$ cat src/rtl/selfprog_pkg.sv
package selfprog_pkg;
   localparam int LOCK_W     = 6;
   localparam int DATA_W     = 8;
   localparam int B_EN       = 0;
   localparam int B_LOCKSET  = 3;
   localparam int B_RDEN     = 4;
   localparam int B_RWWBUSY  = 6;
   localparam logic [5:0] ARM_MID = 6'b000100;
   localparam logic [15:0] PTR_LOCK = 16'h0001;
   localparam logic [15:0] PTR_FUSE = 16'h0000;
endpackage

$ cat src/rtl/selfprog_window.sv
module selfprog_window #(
   parameter int SPM_WIN = 4,
   parameter int LPM_WIN = 3
) (
   input  logic clk,
   input  logic rst_n,
   input  logic arm,
   input  logic done,
   output logic spm_ok,
   output logic lpm_ok,
   output logic armed
);
   localparam int CW = $clog2(SPM_WIN + 1);
   localparam logic [CW-1:0] START   = CW'(SPM_WIN);
   localparam logic [CW-1:0] LPM_MIN = CW'(SPM_WIN - LPM_WIN + 1);

   generate
      if (LPM_WIN < 1 || LPM_WIN > SPM_WIN) begin : g_bad_win
         $error("selfprog_window: LPM_WIN must be within 1..SPM_WIN");
      end
   endgenerate

   logic [CW-1:0] cnt_q;

   always_ff @(posedge clk or negedge rst_n) begin
      if (!rst_n)
         cnt_q <= '0;
      else if (arm)
         cnt_q <= START;
      else if (done)
         cnt_q <= '0;
      else if (cnt_q != '0)
         cnt_q <= cnt_q - 1'b1;
   end

   assign armed  = (cnt_q != '0);
   assign spm_ok = armed;
   assign lpm_ok = (cnt_q >= LPM_MIN);
endmodule

$ cat src/rtl/selfprog_lockbank.sv
module selfprog_lockbank #(
   parameter int LOCK_W   = 6,
   parameter int PROG_CYC = 8
) (
   input  logic              clk,
   input  logic              rst_n,
   input  logic              wr_en,
   input  logic [LOCK_W-1:0] wr_data,
   output logic [LOCK_W-1:0] lock_q,
   output logic              busy
);
   localparam int BW = $clog2(PROG_CYC + 1);
   localparam logic [BW-1:0] BUSY_START = BW'(PROG_CYC);

   generate
      if (PROG_CYC < 1) begin : g_bad_cyc
         $error("selfprog_lockbank: PROG_CYC must be at least 1");
      end
      for (genvar i = 0; i < LOCK_W; i++) begin : g_bit
         always_ff @(posedge clk or negedge rst_n) begin
            if (!rst_n)
               lock_q[i] <= 1'b1;
            else if (wr_en && !wr_data[i])
               lock_q[i] <= 1'b0;
         end
      end
   endgenerate

   logic [BW-1:0] bcnt_q;

   always_ff @(posedge clk or negedge rst_n) begin
      if (!rst_n)
         bcnt_q <= '0;
      else if (wr_en)
         bcnt_q <= BUSY_START;
      else if (bcnt_q != '0)
         bcnt_q <= bcnt_q - 1'b1;
   end

   assign busy = (bcnt_q != '0);
endmodule

$ cat src/rtl/selfprog_rww.sv
module selfprog_rww (
   input  logic clk,
   input  logic rst_n,
   input  logic page_busy,
   input  logic clr_req,
   output logic flag
);
   always_ff @(posedge clk or negedge rst_n) begin
      if (!rst_n)
         flag <= 1'b0;
      else if (page_busy)
         flag <= 1'b1;
      else if (clr_req)
         flag <= 1'b0;
   end
endmodule

$ cat src/rtl/selfprog_ctrl.sv
module selfprog_ctrl
   import selfprog_pkg::*;
#(
   parameter int          SPM_WIN      = 4,
   parameter int          LPM_WIN      = 3,
   parameter int          PROG_CYC     = 8,
   parameter logic [7:0]  FUSE_LOW_VAL = 8'hFF,
   parameter bit          LPM_REG      = 1'b1
) (
   input  logic        clk,
   input  logic        rst_n,
   input  logic        reg_wr,
   input  logic [7:0]  reg_wdata,
   output logic [7:0]  reg_rdata,
   input  logic        spm_strobe,
   input  logic        lpm_strobe,
   input  logic [15:0] zptr,
   input  logic [7:0]  data_in,
   input  logic [7:0]  flash_rdata,
   output logic [7:0]  lpm_rdata,
   input  logic        ee_busy,
   input  logic        page_busy,
   output logic        prog_busy,
   output logic [5:0]  lock_bits
);
   logic wr_ok, arm_pat, arm, spm_hit, lpm_hit, done;
   logic spm_ok, lpm_ok, armed, rww_flag, rww_clr;
   logic [7:0] rd_sel;
   logic unused_bits;

   assign unused_bits = ^{reg_wdata[7], data_in[7:6]};

   assign wr_ok   = reg_wr && !ee_busy;
   assign arm_pat = reg_wdata[B_EN] && (reg_wdata[6:1] == ARM_MID);
   assign arm     = wr_ok && arm_pat && !prog_busy;
   assign spm_hit = spm_strobe && spm_ok && !ee_busy;
   assign lpm_hit = lpm_strobe && lpm_ok && !ee_busy;
   assign done    = spm_hit || lpm_hit;
   assign rww_clr = wr_ok && reg_wdata[B_RDEN];

   selfprog_window #(.SPM_WIN(SPM_WIN), .LPM_WIN(LPM_WIN)) i_window (
      .clk(clk), .rst_n(rst_n), .arm(arm), .done(done),
      .spm_ok(spm_ok), .lpm_ok(lpm_ok), .armed(armed)
   );

   selfprog_lockbank #(.LOCK_W(LOCK_W), .PROG_CYC(PROG_CYC)) i_lockbank (
      .clk(clk), .rst_n(rst_n), .wr_en(spm_hit), .wr_data(data_in[LOCK_W-1:0]),
      .lock_q(lock_bits), .busy(prog_busy)
   );

   selfprog_rww i_rww (
      .clk(clk), .rst_n(rst_n), .page_busy(page_busy),
      .clr_req(rww_clr), .flag(rww_flag)
   );

   always_comb begin
      rd_sel = flash_rdata;
      if (lpm_hit) begin
         if (zptr == PTR_LOCK)
            rd_sel = {2'b11, lock_bits};
         else if (zptr == PTR_FUSE)
            rd_sel = FUSE_LOW_VAL;
      end
   end

   generate
      if (LPM_REG) begin : g_lpm_reg
         logic [7:0] lpm_q;
         always_ff @(posedge clk or negedge rst_n) begin
            if (!rst_n)
               lpm_q <= '0;
            else if (lpm_strobe)
               lpm_q <= rd_sel;
         end
         assign lpm_rdata = lpm_q;
      end else begin : g_lpm_comb
         assign lpm_rdata = rd_sel;
      end
   endgenerate

   always_comb begin
      reg_rdata            = '0;
      reg_rdata[B_EN]      = armed;
      reg_rdata[B_LOCKSET] = armed;
      reg_rdata[B_RWWBUSY] = rww_flag;
   end
endmodule

$ cat config.mk
export PLATFORM = sky130hd
export DESIGN_NAME = selfprog_ctrl
export DESIGN_NICKNAME = d
export VERILOG_FILES = /design/src/rtl/selfprog_pkg.sv /design/src/rtl/selfprog_window.sv /design/src/rtl/selfprog_lockbank.sv /design/src/rtl/selfprog_rww.sv /design/src/rtl/selfprog_ctrl.sv
export SDC_FILE = /design/constraint.sdc
export NUM_CORES = 1
export LEC_CHECK = 0
export ABC_AREA = 0
export CAP_MARGIN = 40
export CELL_PAD_IN_SITES_DETAIL_PLACEMENT = 2
export CELL_PAD_IN_SITES_GLOBAL_PLACEMENT = 2
export CORE_ASPECT_RATIO = 2
export CORE_MARGIN = 4
export CORE_UTILIZATION = 36
export CTS_BUF_LIST = sky130_fd_sc_hd__clkbuf_8
export DETAILED_ROUTE_END_ITERATION = 10
export DONT_BUFFER_PORTS = 1
export PLACE_DENSITY = 0.9
export SLEW_MARGIN = 40
export SYNTH_ARGS = -nofsm -noshare
export SYNTH_HDL_FRONTEND = slang
export SYNTH_HIERARCHICAL = 1
export SYNTH_SLANG_ARGS = --single-unit
$ cat constraint.sdc
create_clock -name clk -period 2.5 [get_ports clk]
set_input_delay 0.25 -clock clk [delete_from_list [all_inputs] [get_ports clk]]
set_output_delay 0.25 -clock clk [all_outputs]
set_load 0.05 [all_outputs]
; Yosys cells after proc, flatten, opt, wreduce, memory -nomap -nowiden
; Index checks and enable logic that the tools add are counted.
; W data, S select, Z words.
[totals]
ff_bits = 22
input_bits = 47
wordCells = 55
[classes]
add_sub_neg = 2
magnitude_cmp = 1
eq_ne = 2
mux = 10
n_reduce_logical = 30
[ops]
columns = operator, n
row1 = $mux W8, 3
row2 = $eq A16 B1 Y1 const B, 1
row3 = $logic_not A16 Y1, 1
row4 = $logic_and A1 B1 Y1, 15
row5 = $mux W3, 3
row6 = $logic_not A1 Y1, 8
row7 = $mux W4, 2
row8 = $eq A6 B3 Y1 const B, 1
row9 = $reduce_bool A3 Y1, 2
row10 = $reduce_bool A2 Y1, 2
row11 = $reduce_bool A4 Y1, 1
row12 = $sub A4 B1 Y4 const B, 1
row13 = $ge A3 B2 Y1 const B, 1
row14 = $sub A3 B1 Y3 const B, 1
row15 = $mux W1, 2
row16 = $logic_or A1 B1 Y1, 1

; Longest topological paths before layout
; Gate-level depths: netlist of run 1.
[logic_depth]
ltp_word = 6
depth_mapped = 9
ltp_nobuf = 7

; Hierarchy
; The synthesis of run 1 kept the hierarchy.
[by_module_without_submodules]
columns = mod, instances, cells_per_inst, area_each_um2
row1 = selfprog_ctrl, 1, 68, 603.1
row2 = selfprog_lockbank, 1, 39, 446.7
row3 = selfprog_window, 1, 18, 203.9
row4 = selfprog_rww, 1, 3, 36.3

; Worst setup path after synthesis of run 1
; OpenSTA, ideal clock, no wires.
[synth_timing]
kind = reg2reg
start = reg i_lockbank.bcnt_q[0]
end = reg i_window.cnt_q[0]
setup_ps = 144
t_arrival_ps = 2121
required_time_ps = 2356
slack_ps = 235
path_stages_with_launch = 7
n_path_buf = 0
synth_period_minus_slack_ps = 2265
cell_sequence = dfrtp_1 > inv_1 > ha_1 > or3b_4 > or4bb_1 > nor4_1 > nor3_1
[synth_via]
elab_chain_len = 4
word_cells_on_any_way = 5
[synth_lines]
columns = element, line
row1 = "start, declared", selfprog_lockbank.sv:29  ; logic [BW-1:0] bcnt_q;
row2 = "start signal, assigned", selfprog_lockbank.sv:37  ; bcnt_q <= bcnt_q - 1'b1;
row3 = $reduce_bool A4 Y1 *, selfprog_lockbank.sv:40  ; assign busy = (bcnt_q != '0);
row4 = via prog_busy, selfprog_ctrl.sv:23  ; output logic prog_busy,
row5 = $logic_not A1 Y1 *, selfprog_ctrl.sv:35  ; assign arm = wr_ok && arm_pat && !prog_busy;
row6 = $logic_and A1 B1 Y1 *, selfprog_ctrl.sv:35
row7 = via arm, selfprog_ctrl.sv:26  ; logic wr_ok, arm_pat, arm, spm_hit, lpm_hit, done;
row8 = $reduce_bool A3 Y1 (no source line) or $mux W3 (tied branches), -
row9 = "end signal, assigned", selfprog_window.sv:33  ; cnt_q <= cnt_q - 1'b1;
row10 = "end, declared", selfprog_window.sv:23  ; logic [CW-1:0] cnt_q;
; Mark *: on every way through the listed nets, which the timed path passes. The rest lies on a longest branch.
; A chain may end at the register's enable or synchronous reset.

; Worst setup path after layout of run 1
[layout_timing]
start = reg i_lockbank.bcnt_q[0]
end = reg i_window.cnt_q[2]
[layout_via]
elab_chain_len = 4
word_cells_on_any_way = 5
[layout_lines]
columns = element, line
row1 = $reduce_bool A4 Y1 *, selfprog_lockbank.sv:40
row2 = $logic_not A1 Y1 *, selfprog_ctrl.sv:35
row3 = $logic_and A1 B1 Y1 *, selfprog_ctrl.sv:35
row4 = via arm, selfprog_ctrl.sv:26
row5 = $reduce_bool A3 Y1 (no source line) or $mux W3 (tied branches), -
; Marked as above.

==> reports/results.env, run 1 <==
SLEW_OF_THE_PIN_WITH_THE_LOWEST_SLEW_MARGIN_NS=0.519
TRACK_USAGE=0.152
SETUP_REPAIR_AFTER_GLOBAL_ROUTING_MISSED_ITS_MARGIN='false'
PLACE_AREA_UM2=1290
DRT-PASS1-ITER-COUNT=2
R2R_SETUP_SLACK_NS=0.31
YS_TOP_CELLS_BY_AREA='dfrtp_1 31%, dfstp_2 12%, buf_4 5.8%'
SYNTH_TOP_CELL_BY_AREA='dfrtp_1'
FINAL_MAX_SLEW_VIOL_COUNT=0
GRT_START_MAX_NET_PINS=23
POWER.SHARE.COMBINATIONAL=0.408
DESIGN_AREA_FINAL_UM2=1350
TOTAL_CTS_BUFFERS=3
AVGSYNTHCELLAREA_UM2=10.1
WL_MET3_UM=228
R2R_END='i_window/cnt_q[2]'
ANTENNA-DIODE-COUNT=0
HOLD_PATH.CLASS='in -> reg'
YS_FF_LATCH=22
DESIGN.FINAL.NETS=179
GRT_ANTENNA_BEFORE_REPAIR=0
FINAL_LAYOUT_SIZE_SUFFIX_GT1_FRAC=0.173
AVGROUTEDWIREPERCELL_UM=19.8
DIE_H_UM=92.7
STARTPOINT_TYPE='flip-flop'
SWITCHING_POWER_W=0.000541
CLOCK-ROOT-BUFFER='clkbuf_8'
DETAILEDPLACE.WORSTSLACK_NS=0.274
CLK_PIN_SLEW_WORST_PATHS_NS=0.08
CRITPATHKIND='reg -> reg'
CP_CAPTURE_TYPE='flip-flop'
ROUTE.ANTENNA.REMAINING_NETS=0
SYNTH-EDFF-COUNT=0
DETAIL_ROUTE.ITER0.VIOLATIONS=5
MET2_LENGTH_UM=2040
REG2REGPATHDEPTH=7
DRT-TOTAL-WL_UM=3460
LAST_ELEMENT_OF_THE_CRITICAL_PATH='i_window/cnt_q[2]'
NUM_VIAS=960
TRITONCTS_CLOCK_TREE='yes'
FMAXACHIEVABLE_MHz=456
MAXSLEWHEADROOM=0.654
MIN_PERIOD_NS=2.19
DRCVIOLATIONCOUNT=0
CRITPATHREQUIREDTIME_NS=2.69
CTS.SINKS=22
NUMBER_OF_STANDARD_CELL_ROWS_IN_THE_FLOORPLAN=30
NETSWITCHINGFRACTION=0.421
MAXUSEDROUTINGLAYER='met4'
P_LEAK_nW=0.601
HOLDPATHSTAGES=1
POST-SYNTH-TOP-AREA-FRACTION=0.310
NFILLCELLS=394
FINAL_HOLD_VIOL_COUNT=0
FIN_SETUP_TNS_NS=0
CORE_AREA_UM2=3420
IRDROPWORSTVDD_V=0.000504
POSTLAYOUTCOREUTIL=0.395
GLOBAL_ROUTE.OVERFLOW_TOTAL=0
CRITICAL_PATH.REG2REG.STARTPOINT='i_lockbank/bcnt_q[0]'
DESIGN.DIE.AREA_UM2=4660
INITIAL_CORE_UTIL=0.378
FIRST_GLOBAL_VIAS=1151
CLOCK_TREE.BUFFER_DEPTH=2
STATUS='completed'
SYNTHFLOPTYPE='dfrtp_1'
TIMING.FINAL.SETUP_VIOLATIONS=0
PROPORTION_OF_SYNTHESIZED_FLIP_FLOPS_HAVING_ASYNCHRONOUS_SET_OR_RESET=1.00
POSTLAYOUTSETUPSLACKWORST_NS=0.308
INTPOWER_W=0.000745
POST_SYNTH_INST_COUNT=128
CRIT_PATH_START='i_lockbank/bcnt_q[0]'
SEQ_AREA_FRAC_SYNTH=0.433
CELLPOWERDENSITY_nW_PER_UM2=954
GP_ROUTABILITY_CONGESTION=0.663
CLKLATENCYLATEPIN_NS=0.26
AREA_DELTA_SYNTH_FINAL_PCT=4.56
GRT_PASS1_WL_UM=5510
IOPINCOUNT=70
CRITPATHMAXFANOUT=5
YOSYSWARNINGCOUNT=6
SYNTHESIS.AREA_UM2=1290
PERIOD_UTILIZATION=0.877
FIN_SKEW_NS=0.00943
ROUTE.DETAILED.VIAS_PER_INST=5.49
PORT_BUFFERS=0
MAXCAPVIOLATIONS=0
DIE_W_UM=50.3
SEQ_POWER_SHARE=0.419
SYNTH.DISTINCT_CELLS=42
HOLDWS_NS=0.0628
WIRELENGTH_MET1_UM=1150
WORST_EP_ARRIVAL_TIME_NS=2.38
HTREE_NUM_LEVELS=1
DP.FINAL_HPWL_UM=2880
NUMBER_OF_BUFFERS_ADDED_FOR_SETUP_AFTER_CTS=0
POWER_FRAC_CLOCK=0.173
-- cell usage in the layout, fill, tap and decap left out, types with 3 or more instances in the layout --
cell type / instances
nor4_1: 3
nor2_1: 6
clkbuf_8: 3
conb_1: 5
o22ai_1: 6
ha_1: 4
o41ai_1: 6
dfrtp_1: 16
buf_4: 3
dfstp_2: 6
nor3_1: 3
a21boi_0: 6
a21oi_1: 11
inv_1: 19
-- area by class of cell --
type	instances	area, um^2	area share
multi-input combinational	78	581	0.430
sequential	22	558	0.414
inverter	18	67.6	0.0501
tap	48	60.1	0.0445
clock buffer	3	41.3	0.0306
timing repair buffer	5	37.5	0.0278
clock inverter	1	3.75	0.00278
-- kinds of logic after synthesis --
family / count (synthesis) / share of synthesized area
mux: 2 / 0.0194
other cells: 1 / 0.00291
fa+ha+maj: 4 / 0.0388
buf+inv: 32 / 0.129
flops: 22 / 0.433
compound gates: 36 / 0.194
simple gates: 30 / 0.177
xor+xnor: 1 / 0.00679
-- worst min-delay path by stage --
| stage | startpoint | end |
|---|---|---|
| detailed placement | rst_n | lpm_rdata[6] |
| CTS | lpm_strobe | lpm_rdata[6] |
| global placement | rst_n | lpm_rdata[7] |
| floorplan | rst_n | i_lockbank/bcnt_q[0] |
| global route | lpm_strobe | lpm_rdata[6] |
| finish | lpm_strobe | lpm_rdata[6] |
-- critical path, stage by stage, from the launching register on --
cell,delay [ns]
dfrtp_1,0.42
inv_1,0.07
ha_1,0.23
or3b_4,0.40
or4bb_1,0.49
nor4_1,0.25
buf_4,0.17
o21bai_1,0.10
-- per-stage QoR --
| step | power, W | std cells |
|---|---|---|
| 2_1_floorplan | 0.00102 | 132 |
| 3_3_place_gp | 0.00102 | 169 |
| 3_5_place_dp | 0.00107 | 169 |
| 4_1_cts | 0.00131 | 174 |
| 5_1_grt | 0.00137 | 175 |
| 6_report | 0.00129 | 175 |
-- cell usage after synthesis, drive strengths merged (2+ instances only) --
library cell and instances:
a21boi 6, a21oi 11, clkbuf 2, nand2 2, nand3b 3, nand2b 2
nor4 4, o41ai 6, ha 4, inv 18, nor2 7, nor3 3
dfstp 6, and3b 2, dfrtp 16, o22ai 6, buf 12
-- routing by layer --
layer,GRT usage,vias to the layer above
met2,0.298,51
li1,-,434
met3,0.0290,4
met1,0.150,471
met5,0,-
met4,0.0562,0
-- registers in the layout, summed over array words and instances, names as in the netlist --
signal	count
lpm_rdata	8
i_lockbank/bcnt_q	4
i_window/cnt_q	3
i_lockbank/lock_q	6
i_rww/flag	1
-- timing repair --
| action | in CTS | in global routing |
|---|---|---|
| hold buffers | 1 | 1 |
| gates resized for setup | 0 | 0 |
| endpoints found under the hold margin | 22 | 9 |
-- power by group through the flow --
stage	combinational, W	clock [W]	sequential (W)
3_3_place_gp	0.000487	0	0.000536
4_1_cts	0.000539	0.000231	0.000540
2_1_floorplan	0.000497	0	0.000523
6_report	0.000525	0.000222	0.000539
3_5_place_dp	0.000527	0	0.000545
5_1_grt	0.000571	0.000249	0.000550
(Power assumes the default switching activity.)
==> run 2: changes to the inputs <==
Settings changed: GPL_TIMING_DRIVEN from default to 0.
==> reports/results.env, run 2 (synthesis results as in run 1) <==
PATH_DELAY_FAMILY='simple AND/OR/NAND/NOR gates'  # unchanged
R2R_SETUP_SLACK_NS=0.16  # was 0.31 ns
FINISH.CELL_COUNT_WITHOUT_FILLERS=186  # was 175
NUMBER_OF_BUFFERS_ADDED_FOR_SETUP_AFTER_CTS=0  # unchanged
GRT_PASS1_WL_UM=5900  # was 5510 um
IOPINCOUNT=70  # unchanged
CTS.SINKS=22  # unchanged
STATUS='completed'  # unchanged
LARGEST_REG_FLOPS=8  # unchanged
DETAIL_ROUTE.ITER0.VIOLATIONS=6  # was 5
SEQUENTIAL_CELL_AREA_UM2=558  # unchanged
NUMBER_OF_STANDARD_CELL_ROWS_IN_THE_FLOORPLAN=30  # unchanged
NFILLCELLS=389  # was 394
SLEW_OF_THE_PIN_WITH_THE_LOWEST_SLEW_MARGIN_NS=0.518  # was 0.519 ns
PERIOD_UTILIZATION=0.934  # was 0.877
WORSTPATHCELLLIST='inv_1 > ha_1 > or3b_4 > or4bb_1 > nor4_4 > o21bai_1'  # was inv_1 > ha_1 > or3b_4 > or4bb_1 > nor4_1 > buf_4 > o21bai_1
GLOBAL_ROUTE.OVERFLOW_TOTAL=0  # unchanged
P_LEAK_nW=0.655  # was 0.601 nW
FIRST_GLOBAL_VIAS=1213  # was 1,151
FIN_SKEW_NS=0.00605  # was 0.00943 ns
CRITICAL_PATH.SLOWEST_CELL='or4bb_1'  # unchanged
DRT-TOTAL-WL_UM=3590  # was 3460 um
CLKLATENCYLATEPIN_NS=0.26  # about the same
FMAXACHIEVABLE_MHz=428  # was 456 MHz
DESIGN_AREA_FINAL_UM2=1440  # was 1350 um^2
PORT_BUFFERS=0  # unchanged
STARTPOINT_TYPE='flip-flop'  # unchanged
DRCVIOLATIONCOUNT=0  # unchanged
CRITPATHREQUIREDTIME_NS=2.69  # about the same
FINAL_COMMON_CELL='inv_1'  # unchanged
CORE_AREA_UM2=3420  # unchanged
HOLDWS_NS=0.0790  # was 0.0628 ns
PLACE_AREA_UM2=1370  # was 1290 um^2
GP_ROUTABILITY_CONGESTION=0.706  # was 0.663
AREA_DELTA_SYNTH_FINAL_PCT=11.6  # was 4.56%
TIMING.FINAL.SETUP_VIOLATIONS=0  # unchanged
HTREE_NUM_LEVELS=1  # unchanged
GRT_START_MAX_NET_PINS=23  # unchanged
CRITPATHKIND='reg -> reg'  # unchanged
MIN_PERIOD_NS=2.34  # was 2.19 ns
DRT-PASS1-ITER-COUNT=2  # unchanged
IRDROPWORSTVDD_V=0.000339  # was 0.000504 V
GRT_ANTENNA_BEFORE_REPAIR=0  # unchanged
DESIGN.FINAL.NETS=190  # was 179
FINAL_MAX_SLEW_VIOL_COUNT=0  # unchanged
DIE_W_UM=50.3  # unchanged
DP.FINAL_HPWL_UM=3080  # was 2880 um
DIE_H_UM=92.7  # unchanged
DESIGN.DIE.AREA_UM2=4660  # unchanged
CLOCK_TREE.BUFFER_DEPTH=2  # unchanged
LAYOUT_COMMON_CELLS='19 x inv_1, 16 x dfrtp_1, 11 x a21oi_1'  # unchanged
MULTI_INPUT_COMBINATIONAL_CELL_AREA_UM2=596  # was 581 um^2
DPL.CELL_COUNT=180  # was 169
ROUTE.DETAILED.VIAS_PER_INST=5.37  # was 5.49
MAXSLEWHEADROOM=0.655  # was 0.654
ANTENNA-DIODE-COUNT=0  # unchanged
MAXCAPVIOLATIONS=0  # unchanged
FINAL_HOLD_VIOL_COUNT=0  # unchanged
SETUP_REPAIR_AFTER_GLOBAL_ROUTING_MISSED_ITS_MARGIN='false'  # unchanged
LARGEST_STAGE_DELAY_ON_THE_CRITICAL_PATH_NS=0.56  # was 0.49 ns
TRITONCTS_CLOCK_TREE='yes'  # unchanged
CP_CAPTURE_TYPE='flip-flop'  # unchanged
WORST_EP_ARRIVAL_TIME_NS=2.52  # was 2.38 ns
CRITPATHMAXFANOUT=5  # unchanged
ROUTE.ANTENNA.REMAINING_NETS=0  # unchanged
CLOCK-ROOT-BUFFER='clkbuf_8'  # unchanged
CP_NUM_BUF_INV=1  # was 2
NUM_VIAS=999  # was 960
INITIAL_CORE_UTIL=0.378  # unchanged
HOLD_PATH.CLASS='in -> reg'  # unchanged
CELLPOWERDENSITY_nW_PER_UM2=930  # was 954 nW/um^2
TRACK_USAGE=0.162  # was 0.152
FINAL_LAYOUT_SIZE_SUFFIX_GT1_FRAC=0.232  # was 0.173
CLK_PIN_SLEW_WORST_PATHS_NS=0.08  # about the same
TOTAL_CTS_BUFFERS=3  # unchanged
POSTLAYOUTCOREUTIL=0.422  # was 0.395
AVGROUTEDWIREPERCELL_UM=19.3  # was 19.8 um
run 2: cell types whose count changed in the layout (fill, tap and decap cells not counted), sizes merged:
cell,before,now
buf,4,13
clkbuf,3,5
run 2: worst paths after layout:
check                                     start                   end  cells after the start
min                                   page_busy            i_rww/flag                      1
min reg2reg                          i_rww/flag            i_rww/flag                      1
min in group asynchronous                 rst_n          lpm_rdata[5]                      2
max in group asynchronous                 rst_n  i_lockbank/lock_q[1]                      2
max                        i_lockbank/bcnt_q[0]     i_window/cnt_q[2]                      6
max reg2reg                i_lockbank/bcnt_q[0]     i_window/cnt_q[2]                      6
run 2: metal layers:
| layer | vias to the layer above | GRT usage | routed length (um) |
|---|---|---|---|
| met3 | 2 | 0.0290 | 230 |
| li1 | 455 | - | - |
| met2 | 47 | 0.324 | 2190 |
| met5 | - | 0 | 0 |
| met4 | 0 | 0.0472 | 24 |
| met1 | 495 | 0.159 | 1150 |
run 2: layout make-up:
class                   instances  share of cell area
multi-input cells              78               0.414
inverters                      18              0.0469
clock inverters                 1             0.00261
clock buffers                   3              0.0287
plain buffers                  14              0.0686
well taps                      48              0.0417
flip-flops and latches         22               0.387
repair buffers                  2              0.0104
run 2: what timing repair did:
item	4_1_cts	5_1_grt
hold endpoints to repair	22	16
resized for setup	1	1
hold buffers	1	1
endpoints found under the setup margin	2	2
run 2: through the flow:
stage               setup WS [ns]  total power, W  TNS, ns
detailed placement        -0.0197         0.00113  -0.0278
global route               0.0422         0.00143        0
floorplan                   0.235         0.00102        0
CTS                        0.0966         0.00136        0
finish                      0.165         0.00134        0
global placement           0.0758         0.00107        0
run 2: report_power, final:
group | internal [W] | total, W | switching, W | leakage, nW
Sequential | 0.000424 | 0.000543 | 0.000119 | 0.252
Clock | 0.000109 | 0.000218 | 0.000109 | 0.0269
Combinational | 0.000247 | 0.000577 | 0.000330 | 0.376
run 2: worst register-to-register path: cells and delay by family (launching register included):
| kind | cells | cell delay, ns |
|---|---|---|
| AOI/OAI and AO/OA | 1 | 0.15 |
| adders and majority gates | 1 | 0.23 |
| buffers and inverters | 1 | 0.08 |
| DFF | 1 | 0.44 |
| and+or+nand+nor | 3 | 1.36 |
